--- config.mk ---
export PLATFORM = sky130hd
export DESIGN_NAME = baud_tick_gen
export DESIGN_NICKNAME = d
export VERILOG_FILES = /design/src/rtl/baud_gen_pkg.sv /design/src/rtl/baud_regs.sv /design/src/rtl/baud_int_div.sv /design/src/rtl/baud_frac_div.sv /design/src/rtl/baud_os_count.sv /design/src/rtl/baud_tick_gen.sv
export SDC_FILE = /design/constraint.sdc
export NUM_CORES = 1
export LEC_CHECK = 0
export CORE_UTILIZATION = 31
export DETAILED_ROUTE_END_ITERATION = 8
export DONT_BUFFER_PORTS = 1
export GPL_ROUTABILITY_DRIVEN = 0
export GPL_TIMING_DRIVEN = 0
export PLACE_DENSITY = 0.56
export SKIP_LAST_GASP = 1
export SYNTH_ARGS = -nofsm -noshare
export SYNTH_HDL_FRONTEND = slang
export SYNTH_SLANG_ARGS = --single-unit
--- constraint.sdc ---
create_clock -name clk -period 5.5 [get_ports clk]
set_clock_uncertainty 0.05 [all_clocks]
set_input_delay 0.55 -clock clk [delete_from_list [all_inputs] [get_ports clk]]
set_output_delay 0.55 -clock clk [all_outputs]
set_load 0.03 [all_outputs]
--- src/rtl/baud_gen_pkg.sv ---
// Package: shared widths, scale type and scale decode helpers for the
// baud tick generator. Assumes a 4-bit two's complement scale field.
package baud_gen_pkg;
    localparam int SCALE_W   = 4;
    localparam int REG_W     = 8;
    localparam int MAX_SHIFT = (1 << (SCALE_W - 1)) - 1;
    localparam int SHIFT_W   = $clog2(MAX_SHIFT + 1);

    typedef logic signed [SCALE_W-1:0] scale_t;

    // True for the reserved most-negative code
    function automatic logic scale_reserved(input logic [SCALE_W-1:0] code);
        return code == {1'b1, {(SCALE_W-1){1'b0}}};
    endfunction

    // Scale actually used: reserved code maps to zero
    function automatic scale_t scale_effective(input logic [SCALE_W-1:0] code);
        return scale_reserved(code) ? scale_t'(0) : scale_t'(code);
    endfunction
endpackage

--- src/rtl/baud_regs.sv ---
// Register file: holds the low and high bytes, stages the high byte and
// loads the active divider and scale on a low-byte write. Raises a sticky
// flag when the reserved scale code is written. Assumes DIV_W > REG_W.
module baud_regs
    import baud_gen_pkg::*;
#(
    parameter int DIV_W = 12
) (
    input  logic             clk,
    input  logic             rst_n,
    input  logic             wr_en,
    input  logic             wr_addr,
    input  logic [REG_W-1:0] wr_data,
    input  logic             rd_addr,
    output logic [REG_W-1:0] rd_data,
    output logic [DIV_W-1:0] act_div,
    output scale_t           act_scale,
    output logic             restart,
    output logic             scale_err
);
    localparam int HI_DIV_W = DIV_W - REG_W;

    logic [REG_W-1:0] lo_q, hi_q;
    logic             hi_wr;

    assign restart = wr_en && !wr_addr;
    assign hi_wr   = wr_en && wr_addr;
    assign rd_data = rd_addr ? hi_q : lo_q;

    // Stored register bytes, written as-is
    always_ff @(posedge clk) begin
        if (!rst_n) begin
            lo_q <= '0;
            hi_q <= '0;
        end else if (restart) begin
            lo_q <= wr_data;
        end else if (hi_wr) begin
            hi_q <= wr_data;
        end
    end

    // Active setting, loaded only by a low-byte write
    always_ff @(posedge clk) begin
        if (!rst_n) begin
            act_div   <= '0;
            act_scale <= '0;
        end else if (restart) begin
            act_div   <= {hi_q[HI_DIV_W-1:0], wr_data};
            act_scale <= scale_effective(hi_q[REG_W-1 -: SCALE_W]);
        end
    end

    // Sticky reserved-code flag
    always_ff @(posedge clk) begin
        if (!rst_n)
            scale_err <= 1'b0;
        else if (hi_wr && scale_reserved(wr_data[REG_W-1 -: SCALE_W]))
            scale_err <= 1'b1;
    end

    p_hi_stage_r3: assert property (@(posedge clk) disable iff (!rst_n)
        hi_wr |=> ($stable(act_div) && $stable(act_scale)));
    p_err_set_r8: assert property (@(posedge clk) disable iff (!rst_n)
        (hi_wr && wr_data[REG_W-1 -: SCALE_W] == 4'b1000) |=> scale_err);
    p_err_sticky_r8: assert property (@(posedge clk) disable iff (!rst_n)
        scale_err |=> scale_err);
endmodule

--- src/rtl/baud_int_div.sv ---
// Integer divider: an inner counter runs 0..div, and an outer prescaler
// counts 2^shift inner wraps. The tick is high on the last cycle of each
// period of (div+1)*2^shift clocks. Restart clears both counters.
module baud_int_div
    import baud_gen_pkg::*;
#(
    parameter int DIV_W = 12
) (
    input  logic               clk,
    input  logic               rst_n,
    input  logic               restart,
    input  logic [DIV_W-1:0]   div,
    input  logic [SHIFT_W-1:0] shift,
    output logic               tick
);
    localparam int PRE_W = MAX_SHIFT;

    logic [DIV_W-1:0] inner_q;
    logic [PRE_W-1:0] pre_q, pre_last;
    logic             inner_wrap;

    assign pre_last   = (PRE_W'(1) << shift) - PRE_W'(1);
    assign inner_wrap = (inner_q == div);
    assign tick       = inner_wrap && (pre_q == pre_last);

    // Inner count up to div, then step the prescaler
    always_ff @(posedge clk) begin
        if (!rst_n || restart) begin
            inner_q <= '0;
            pre_q   <= '0;
        end else if (inner_wrap) begin
            inner_q <= '0;
            pre_q   <= (pre_q == pre_last) ? '0 : pre_q + PRE_W'(1);
        end else begin
            inner_q <= inner_q + DIV_W'(1);
        end
    end

    p_inner_bounded_r5: assert property (@(posedge clk) disable iff (!rst_n)
        inner_q <= div);
    p_pre_bounded_r5: assert property (@(posedge clk) disable iff (!rst_n)
        pre_q <= pre_last);
endmodule

--- src/rtl/baud_frac_div.sv ---
// Fractional divider: each clock adds 2^fbits to an accumulator. When the
// sum reaches div + 2^fbits a tick is issued and that amount is removed,
// so the mean period is div/2^fbits + 1 clocks. Restart clears the sum.
module baud_frac_div
    import baud_gen_pkg::*;
#(
    parameter int DIV_W = 12
) (
    input  logic               clk,
    input  logic               rst_n,
    input  logic               restart,
    input  logic [DIV_W-1:0]   div,
    input  logic [SHIFT_W-1:0] fbits,
    output logic               tick
);
    localparam int ACC_W = DIV_W + 2;

    logic [ACC_W-1:0] acc_q, step, sum, thr;

    assign step = ACC_W'(1) << fbits;
    assign sum  = acc_q + step;
    assign thr  = ACC_W'(div) + step;
    assign tick = (sum >= thr);

    // Accumulate and wrap at the threshold
    always_ff @(posedge clk) begin
        if (!rst_n || restart)
            acc_q <= '0;
        else
            acc_q <= tick ? sum - thr : sum;
    end

    p_acc_below_thr_r6: assert property (@(posedge clk) disable iff (!rst_n)
        acc_q < thr);
endmodule

--- src/rtl/baud_os_count.sv ---
// Oversample counter: counts oversample ticks since restart and flags the
// one that completes each group of RATIO as the baud tick. Assumes RATIO > 1.
module baud_os_count #(
    parameter int RATIO = 16
) (
    input  logic clk,
    input  logic rst_n,
    input  logic restart,
    input  logic os_tick,
    output logic baud_tick
);
    localparam int CNT_W = $clog2(RATIO);

    logic [CNT_W-1:0] cnt_q;
    logic             last;

    assign last      = (cnt_q == CNT_W'(RATIO - 1));
    assign baud_tick = os_tick && last;

    // Count oversample ticks modulo RATIO
    always_ff @(posedge clk) begin
        if (!rst_n || restart)
            cnt_q <= '0;
        else if (os_tick)
            cnt_q <= last ? '0 : cnt_q + CNT_W'(1);
    end

    p_baud_gap_r9: assert property (@(posedge clk) disable iff (!rst_n)
        baud_tick |=> !baud_tick);
endmodule

--- src/rtl/baud_tick_gen.sv ---
// Top: register file, integer and fractional dividers, and the oversample
// counter. The sign of the active scale selects which divider drives the
// oversample tick. A low-byte write restarts all counters.
module baud_tick_gen
    import baud_gen_pkg::*;
#(
    parameter int DIV_W    = 12,
    parameter int OS_RATIO = 16
) (
    input  logic             clk,
    input  logic             rst_n,
    input  logic             wr_en,
    input  logic             wr_addr,
    input  logic [REG_W-1:0] wr_data,
    input  logic             rd_addr,
    output logic [REG_W-1:0] rd_data,
    output logic             os_tick,
    output logic             baud_tick,
    output logic             scale_err
);
    logic [DIV_W-1:0]   act_div;
    scale_t             act_scale;
    logic               restart, use_frac, int_tick, frac_tick;
    logic [SCALE_W-1:0] neg_scale;
    logic [SHIFT_W-1:0] shift, fbits;

    assign use_frac  = act_scale[SCALE_W-1];
    assign neg_scale = SCALE_W'(-act_scale);
    assign shift     = use_frac ? '0 : act_scale[SHIFT_W-1:0];
    assign fbits     = neg_scale[SHIFT_W-1:0];
    assign os_tick   = use_frac ? frac_tick : int_tick;

    baud_regs #(.DIV_W(DIV_W)) u_regs (
        .clk(clk), .rst_n(rst_n), .wr_en(wr_en), .wr_addr(wr_addr),
        .wr_data(wr_data), .rd_addr(rd_addr), .rd_data(rd_data),
        .act_div(act_div), .act_scale(act_scale), .restart(restart),
        .scale_err(scale_err)
    );

    baud_int_div #(.DIV_W(DIV_W)) u_int (
        .clk(clk), .rst_n(rst_n), .restart(restart), .div(act_div),
        .shift(shift), .tick(int_tick)
    );

    baud_frac_div #(.DIV_W(DIV_W)) u_frac (
        .clk(clk), .rst_n(rst_n), .restart(restart), .div(act_div),
        .fbits(fbits), .tick(frac_tick)
    );

    baud_os_count #(.RATIO(OS_RATIO)) u_os (
        .clk(clk), .rst_n(rst_n), .restart(restart), .os_tick(os_tick),
        .baud_tick(baud_tick)
    );

    p_restart_no_baud_r4: assert property (@(posedge clk) disable iff (!rst_n)
        restart |=> !baud_tick);
    p_baud_needs_os_r9: assert property (@(posedge clk) disable iff (!rst_n)
        baud_tick |-> os_tick);
endmodule

==> results.txt, run 1 <==
The flow ran to the end, and the final reports show no timing, DRC or antenna violations. OpenSTA, run right after detailed placement, puts the worst setup slack at -0.236 ns. The tools report the synthesis warning total as 0. The summed negative setup slack over all endpoints came out at 0 ns.

Largest net degree at the start of global routing: 13. The instance count of the mapped netlist is 598, and the global router's overall resource usage is 0.167. The repair_antennas step left the layout with diodes totalling 0. Across the run, the number of max-cap violations was 0. For the final-report setup violation count, the log shows 0. Dividing the detail-routed wire length by the instance count gives 15.8 um.

The number of sinks on the clock net is 62, and the number of DRC violations after detailed-routing iteration 0 is 273. 24 I/O pins were placed. The HPWL after detailed placement is 9.58 mm. For the number of cells after detailed placement, the log shows 782. The commonest register cell after synthesis was sky130_fd_sc_hd__dfxtp_1. The endpoint class of the critical path was a primary output.

At the worst endpoint, the required time is 4.90 ns. Clock-pin slew was measured on the worst setup and hold paths at 0.06 ns. The tools report the highest ir drop seen on vdd as 0.174 mV.

The per-cell via count in the routed design came out at 5.31. The run gives 0.00496 mm2 as the total placed instance area. Leaving out fill and tap cells, the most frequent cells in the layout are 81 x sky130_fd_sc_hd__nand2_1, 61 x sky130_fd_sc_hd__dfxtp_1, 58 x sky130_fd_sc_hd__nor2_1. The global-route wire length before repair was 20.9 mm.

The number of antenna violations at the first check in global routing was 0. The worst relative slew slack was 0.484; the share of the cycle needed by the critical path after routing was 0.953. Detailed routing inserted a total of 4,251 vias. In this run, synthesis inferred 0 flip-flops with an integrated enable. The number of different library cells used by synthesis comes to 70. The run gives 0.210 as the met1 global-route usage. The die covers 0.0158 mm2. The logs give 12.7 mm for the total routed wirelength and 651 for the number of nets in the layout.

Starting density of the core: 0.322. The largest total area in the synthesized netlist belongs to sky130_fd_sc_hd__dfxtp_1. The post-synthesis area per instance came out at 7.91 um2. The peak fanout along the critical path came out at 10.

The logs give 0.00473 mm2 for the netlist area before placement and 2 for the largest buffer count on any clock path. The shortest clock period the worst path allows after layout came out at 5.24 ns. The core region is 0.0147 mm2. The transition at the pin with the smallest max-transition slack is 0.768 ns.

The H-tree was split into 3 levels. For the proportion of synthesized chip area in sequential cells, the log shows 0.262. The worst setup path category was flop to primary output.

The ratio of cells with drive above 1 in the final layout was 0.117. The count of buffers inserted at the top-level ports was 0. The utilization after layout was 0.368; the met3 capacity usage during global routing was 0.0321.

The number of nets with antenna violations after routing came out at 0. The final count of pins violating max slew is 0, and the number of buffers added by the clock tree synthesis step is 9. The most common cell after layout, fill and taps aside is sky130_fd_sc_hd__nand2_1. The clock reaches the later pin of the worst-skew pair after 0.34 ns. The logs give 44 for the cell row count and 7 for the number of iterations in the first detailed-routing pass. Classification of the worst-slack hold path: input pin to flop. Nature of the critical path startpoint: a flop. The cell sitting at the root of the clock tree is a sky130_fd_sc_hd__clkbuf_16.

The number of nets in the synthesized netlist is 637. For this design the static power due to leakage is 2.03 nW. The total overflow left after global routing is 0. For this design the ratio of total power to cell area is 420 mW/mm2. The cell area after layout was 0.00541 mm2; the via count of the first global-routing pass was 4,126. The proportion of synthesized flip-flops having asynchronous set or reset came out at 0.

Synthesis inferred 62 register bits. Counting cells, the worst reg-to-reg path comes to 24. In the routed design, unresolved DRC markers number 0. Sorting the synthesized cells by area gives the leading types as sky130_fd_sc_hd__dfxtp_1 26%, sky130_fd_sc_hd__xnor2_1 8.7%, sky130_fd_sc_hd__ha_1 6.6%, sky130_fd_sc_hd__nand2_1 6.4%, sky130_fd_sc_hd__nor2_1 4.7%. Excluding fillers, the count of instances in the completed layout stands at 801. The number of hold-slack violations in the final timing report is 0.

For this run, the top clock speed supported by timing is 0.191 GHz. In this run the vertical extent of the chip is 126 um. The die outline width came out at 126 um. The fraction of post-synthesis cell area in the top cell type by area was 0.262. The met2 usage is 0.272. TritonCTS built the clock tree. The least setup slack across all paths after layout was 0.260 ns. Relative to the synthesized area, the layout overhead comes to 14.4%.

The worst hold path passes through 2 cells. The arrival time reported for the critical path endpoint came out at 4.64 ns. Layer carrying the most global-route usage: met2.
final timing paths:
check                            from            endpoint  slack [ns]
hold reg to reg        u_regs.hi_q[3]  u_regs.act_div[11]        0.43
setup reg to reg  u_regs.act_scale[2]     u_frac.acc_q[9]        0.63
setup / recovery  u_regs.act_scale[2]           baud_tick        0.26
hold / removal             wr_data[1]      u_regs.hi_q[1]        0.30
metrics by stage:
step | total power, mW | hold WS (ns)
3_3_place_gp | 1.63 | 0.422
6_report | 2.27 | 0.305
2_1_floorplan | 1.45 | 0.399
4_1_cts | 2.25 | 0.302
5_1_grt | 2.43 | 0.302
3_5_place_dp | 1.65 | 0.425
what timing repair did:
| action | CTS | global route |
|---|---|---|
| endpoints found under the hold margin | 0 | 0 |
| buffers inserted | 2 | 2 |
| gates resized for setup | 15 | 19 |
| hold buffers | 0 | 0 |
| pin swaps | 2 | 10 |
| setup endpoints to repair | 2 | 2 |
routing by layer:
metal  vias to the layer above  share of wire
met5                         -              0
met4                         0          0.034
met3                        28          0.038
met2                       111           0.46
met1                      1980           0.47
li1                       2132              -
registers in the layout, indices dropped and copies added, names as in the netlist:
name and cells:
u_os.cnt_q 4, u_regs.scale_err 1, u_regs.act_div 12, u_frac.acc_q 14, u_int.inner_q 12, u_regs.act_scale 4, u_int.pre_q 7, u_regs.hi_q 8
synthesized netlist by cell type (4+ instances only):
library cell and count:
sky130_fd_sc_hd__nand2_1 81, sky130_fd_sc_hd__dfxtp_1 62, sky130_fd_sc_hd__nor2_1 59, sky130_fd_sc_hd__xnor2_1 47
sky130_fd_sc_hd__a21oi_1 28, sky130_fd_sc_hd__a21boi_0 26, sky130_fd_sc_hd__ha_1 25, sky130_fd_sc_hd__xor2_1 22
sky130_fd_sc_hd__o21ai_0 21, sky130_fd_sc_hd__clkbuf_1 18, sky130_fd_sc_hd__nand3_1 16, sky130_fd_sc_hd__inv_1 14
sky130_fd_sc_hd__nor2b_1 13, sky130_fd_sc_hd__nor3_1 12, sky130_fd_sc_hd__and3_1 10, sky130_fd_sc_hd__mux2_2 9
sky130_fd_sc_hd__mux2i_1 9, sky130_fd_sc_hd__nand2b_1 9, sky130_fd_sc_hd__buf_2 8, sky130_fd_sc_hd__nand4_1 8
sky130_fd_sc_hd__a21o_1 6, sky130_fd_sc_hd__and2_1 6, sky130_fd_sc_hd__or3_1 5, sky130_fd_sc_hd__a22o_1 4
sky130_fd_sc_hd__a31oi_1 4, sky130_fd_sc_hd__and3b_1 4, sky130_fd_sc_hd__and4_1 4, sky130_fd_sc_hd__o211ai_1 4
sky130_fd_sc_hd__o21ai_1 4
area by class of cell:
type	count	area [um2]
plain buffers	30	179
clock buffers	9	225
clock inverters	7	73.8
fillers	1457	9290
inverters	15	58.8
multi-input cells	490	3370
flip-flops and latches	62	1240
well taps	184	230
repair buffers	4	30.0
where the power goes:
part           total, mW  internal (mW)  switching, mW  leakage (nW)
registers          0.541          0.500         0.0413         0.505
clock network      0.577          0.352          0.225         0.146
logic               1.15          0.520          0.633          1.38
logic make-up after synthesis:
family	after synthesis	synth area share
AND/OR/NAND/NOR	248	0.260
multiplexers	18	0.0405
flip-flops	62	0.262
AO/OA/AOI/OAI	129	0.194
adder cells (fa/ha/maj)	26	0.0704
buffers and inverters	46	0.0450
XOR/XNOR	69	0.128
worst max-delay path: stages (launching register included):
cell and delay [ns]:
sky130_fd_sc_hd__dfxtp_2 0.40, sky130_fd_sc_hd__buf_4 0.20, sky130_fd_sc_hd__buf_6 0.16, sky130_fd_sc_hd__nand3_2 0.11, sky130_fd_sc_hd__xnor2_1 0.19, sky130_fd_sc_hd__ha_2 0.25
sky130_fd_sc_hd__or3b_2 0.45, sky130_fd_sc_hd__a21oi_1 0.15, sky130_fd_sc_hd__o21a_1 0.18, sky130_fd_sc_hd__o221ai_1 0.13, sky130_fd_sc_hd__nand2_1 0.17, sky130_fd_sc_hd__a21o_1 0.14
sky130_fd_sc_hd__a21o_1 0.14, sky130_fd_sc_hd__xnor2_1 0.15, sky130_fd_sc_hd__ha_2 0.26, sky130_fd_sc_hd__a21o_1 0.12, sky130_fd_sc_hd__a21oi_1 0.06, sky130_fd_sc_hd__o21bai_1 0.24
sky130_fd_sc_hd__o21ai_0 0.19, sky130_fd_sc_hd__o21ai_2 0.22, sky130_fd_sc_hd__o22ai_4 0.13, sky130_fd_sc_hd__nor2_4 0.26
Note: power is estimated with default switching activity, not from simulation.
==> run 2: changes to the inputs <==
- PLACE_DENSITY: 0.56 -> not set
==> run 2 against run 1 <==
Compared with the run above: flip-flop and latch count unchanged; power increased by 4.6%; register-to-register slack gained 0.03 ns; first-iteration DRC count down 32%; wire length down 1.3%; non-clock buffer count increased by 3; final cell count increased by 0.37%; maximum frequency rose by 0.59%; sequential power is essentially flat.
==> results.txt, run 2 (synthesized netlist as in run 1, its figures left out) <==
The flow ran to the end, and the final reports show no timing, DRC or antenna violations. The count of buffers inserted at the top-level ports was 0 (unchanged). The core area is 0.0147 mm2 (unchanged), and the total inserted antenna cells is 0 (unchanged). Number of violations of the max-capacitance limit: 0 (unchanged). The tools report the largest buffer count on any clock path as 2 (unchanged). The least setup slack across all paths after layout came out at 0.291 ns (+0.0309 ns). The run gives 0 (unchanged) as the remaining global-route overflow. The largest register by flop count is u_frac.acc_q. The die outline width was 126 um (unchanged); the number of DRC violations after detailed-routing iteration 0 was 186 (-32%).

The run gives 4 (-3) as the number of iterations in the first detailed-routing pass. The total placed instance area was 0.00496 mm2 (unchanged). The worst setup path is launched from a flop. The maximum clock rate was 0.192 GHz (+0.59%). The run gives 0.00550 mm2 (+1.6%) as the cell area after layout. The final-report setup violation count came out at 0 (unchanged). The number of buffers added by the clock tree synthesis step is 9 (unchanged), and the endpoint required time on the critical path is 4.90 ns (about the same).

The net switching fraction of the power was 0.376 (-0.0197). The signal on the critical path passes through buf_4 -> buf_4 -> nor3_4 -> ha_4 -> ha_2 -> or3b_2 -> a21oi_1 -> o21a_1 -> o221ai_1 -> nand2_1 -> a21o_1 -> a21o_1 -> xnor2_1 -> ha_2 -> a21o_1 -> a21oi_1 -> o21bai_2 -> nor4b_4 -> o21ai_2 -> o22ai_4 -> nor2_4. The logs give 62 (unchanged) for the number of sinks on the clock net and 20.5 mm (-1.9%) for the global-route wire length before repair.

STA classifies the critical path endpoint as a primary output. For the highest ir drop seen on vdd, the log shows 0.175 mV (+0.55%). The final count of pins violating max slew is 0 (unchanged). The setup slack of the worst register-to-register path is 0.66 ns (+0.03 ns). The cell count of the worst hold path is 2 (unchanged). For the insertion delay of the later-clocked pin in the worst-skew pair, the log shows 0.34 ns (about the same). Following the worst setup path forward leads to its endpoint at baud_tick.

The shortest clock period the worst path allows after layout works out to 5.21 ns (-0.0309 ns). Endpoint of the lowest-slack register-to-register path: u_frac.acc_q[7]. The launch point of the worst reg-to-reg path was u_regs.act_scale[1]. The global router's overall resource usage was 0.164 (-0.00317); the cell row count was 44 (unchanged).

Broken down by cell family, the worst path's largest delay share belongs to compound AO/OA/AOI/OAI gates. Leaving out fill and tap cells, the most frequent cell in the layout is sky130_fd_sc_hd__nand2_1. The number of buffer and inverter stages on the critical path was 2 (unchanged).

The tools report the total routed wirelength as 12.5 mm (-1.3%). The cell count of the worst reg-to-reg path came out at 24 (unchanged). The number of antenna violations at the first check in global routing came out at 0 (unchanged).

The clock slew at the register clock pins of the worst setup and hold paths is 0.06 ns (about the same). The run gives 4.61 ns (-0.03 ns) as the arrival time reported for the critical path endpoint. The logs give -0.138 ns (+0.0979 ns) for the post-placement worst setup slack and 0.477 (-0.00744) for the worst relative slew slack. The share of power burned in the clock network is 0.284 (+0.030). The most critical setup path has its startpoint at u_regs.act_scale[1]. The flip-flop count of the largest register, all copies and words added works out to 14 (unchanged). CTS placed an instance of sky130_fd_sc_hd__clkbuf_16 at the clock tree root. The min-delay analysis places its worst path in the category input pin to flop. The share of the cycle needed by the critical path after routing works out to 0.947 (-0.00562). The largest registers in the layout are u_frac.acc_q x14, u_int.inner_q x12, u_regs.act_div x12.

The peak fanout along the critical path was 10 (unchanged); the H-tree depth was 3 (unchanged). The ratio of cells with drive above 1 in the final layout is 0.123 (+0.00589), and the area enclosed by the die boundary is 0.0158 mm2 (unchanged). By instance count, the cell type seen most on the critical path is sky130_fd_sc_hd__a21o_1. Number of nets with antenna violations after routing: 0 (unchanged). The transition at the pin with the smallest max-transition slack is 0.779 ns (+0.0111 ns). The power density over the cells was 432 mW/mm2 (+3.0%).

The total of hold buffers inserted after clock tree synthesis was 0 (unchanged). The sequential group share of total power was 0.228 (-0.010). The number of ports placed on the die boundary is 24 (unchanged).

The logs give 0.894 mW (-0.60%) for the net switching power figure and 0 (unchanged) for the number of remaining DRC errors. Half-perimeter wire length of the detailed placement result: 9.56 mm (-0.21%). Via total after detailed routing: 4,284 (+0.78%). The tools report the number of nets in the layout as 654 (+0.46%). The average wire length per cell after detail routing was 15.6 um (-1.6%). The growth of design area from synthesis to finish was 16.2%; the starting density of the core was 0.322 (unchanged). The biggest cell delay along the critical path came out at 0.45 ns (about the same). The via count of the first global-routing pass is 4,252 (+3.1%), and the per-cell via count in the routed design is 5.33 (+0.40%). The die height came out at 126 um (unchanged). The number of hold-slack violations in the final timing report came out at 0 (unchanged). The top cell types in the final layout, fill and taps aside, are 81 x sky130_fd_sc_hd__nand2_1, 61 x sky130_fd_sc_hd__dfxtp_1, 57 x sky130_fd_sc_hd__nor2_1.

The worst setup path is of the flop to primary output kind. Part of the power in combinational logic: 0.488 (-0.020). The cell leakage power was 2.08 nW (+2.6%); the number of cells on the critical path was 21 (unchanged). The internal power is 1.48 mW (+8.0%). TritonCTS built the clock tree.

The slowest library cell on the worst path was sky130_fd_sc_hd__or3b_2. Largest net degree at the start of global routing: 12 (-1).
[run 2: stage by stage]
step | instances | hold slack [ns] | setup TNS (ns) | power [mW] | utilization
6_report | 804 | 0.302 | 0 | 2.38 | 0.374
5_1_grt | 804 | 0.300 | -0.00424 | 2.52 | 0.374
4_1_cts | 802 | 0.295 | 0 | 2.33 | 0.366
3_5_place_dp | 782 | 0.435 | -0.256 | 1.63 | 0.337
3_3_place_gp | 782 | 0.423 | -0.183 | 1.61 | 0.337
2_1_floorplan | 598 | 0.399 | 0 | 1.45 | -
[run 2: per-layer routing]
metal | track usage | part of all wire
met5 | 0 | 0
met2 | 0.282 | 0.48
met3 | 0.0278 | 0.036
met4 | 0.0875 | 0.033
met1 | 0.193 | 0.45
[run 2: power groups by stage]
stage | combinational, mW | sequential, mW | clock, mW
after detailed placement | 1.08 | 0.548 | 0
after floorplan | 0.913 | 0.536 | 0
after CTS | 1.11 | 0.538 | 0.684
after global placement | 1.07 | 0.546 | 0
final | 1.16 | 0.542 | 0.675
after global routing | 1.27 | 0.548 | 0.702
[run 2: what timing repair did]
action	in CTS	in global routing
pin swaps	2	8
endpoints found under the hold margin	0	0
setup endpoints to repair	2	4
gates cloned	0	0
buffers inserted	4	2
resized for setup	14	23
[run 2: worst min-delay path by stage]
stage                           startpoint                end  slack [ns]
after detailed placement    u_regs.hi_q[0]  u_regs.act_div[8]        0.44
final                           wr_data[1]  u_regs.act_div[1]        0.30
after global routing            wr_data[6]  u_regs.act_div[6]        0.30
after CTS                       wr_data[1]  u_regs.act_div[1]        0.30
after floorplan           u_int.inner_q[0]   u_int.inner_q[0]        0.40
after global placement    u_int.inner_q[0]   u_int.inner_q[0]        0.42
[run 2: worst register-to-register path, stage by stage (launching register included)]
cell and delay, ns:
sky130_fd_sc_hd__dfxtp_1 0.33, sky130_fd_sc_hd__buf_4 0.17, sky130_fd_sc_hd__buf_4 0.19, sky130_fd_sc_hd__nor3_4 0.25, sky130_fd_sc_hd__ha_4 0.20, sky130_fd_sc_hd__ha_2 0.20
sky130_fd_sc_hd__or3b_2 0.45, sky130_fd_sc_hd__a21oi_1 0.18, sky130_fd_sc_hd__o21a_1 0.19, sky130_fd_sc_hd__o221ai_1 0.13, sky130_fd_sc_hd__nand2_1 0.15, sky130_fd_sc_hd__a21o_1 0.13
sky130_fd_sc_hd__a21o_1 0.14, sky130_fd_sc_hd__xnor2_1 0.16, sky130_fd_sc_hd__ha_2 0.27, sky130_fd_sc_hd__a21o_1 0.11, sky130_fd_sc_hd__a21oi_1 0.07, sky130_fd_sc_hd__o21bai_2 0.21
sky130_fd_sc_hd__o21ai_0 0.17, sky130_fd_sc_hd__or2_2 0.33, sky130_fd_sc_hd__nand2b_4 0.08, sky130_fd_sc_hd__buf_6 0.13, sky130_fd_sc_hd__buf_6 0.17, sky130_fd_sc_hd__mux2i_1 0.19
sky130_fd_sc_hd__nor2_1 0.06
[run 2: layout make-up]
type / instances / area, um2
Fill cell: 1475 / 9200
Timing Repair Buffer: 6 / 45.0
Tap cell: 184 / 230
Buffer: 31 / 186
Inverter: 15 / 58.8
Multi-Input combinational cell: 490 / 3390
Clock inverter: 5 / 106
Sequential cell: 62 / 1240
Clock buffer: 11 / 243
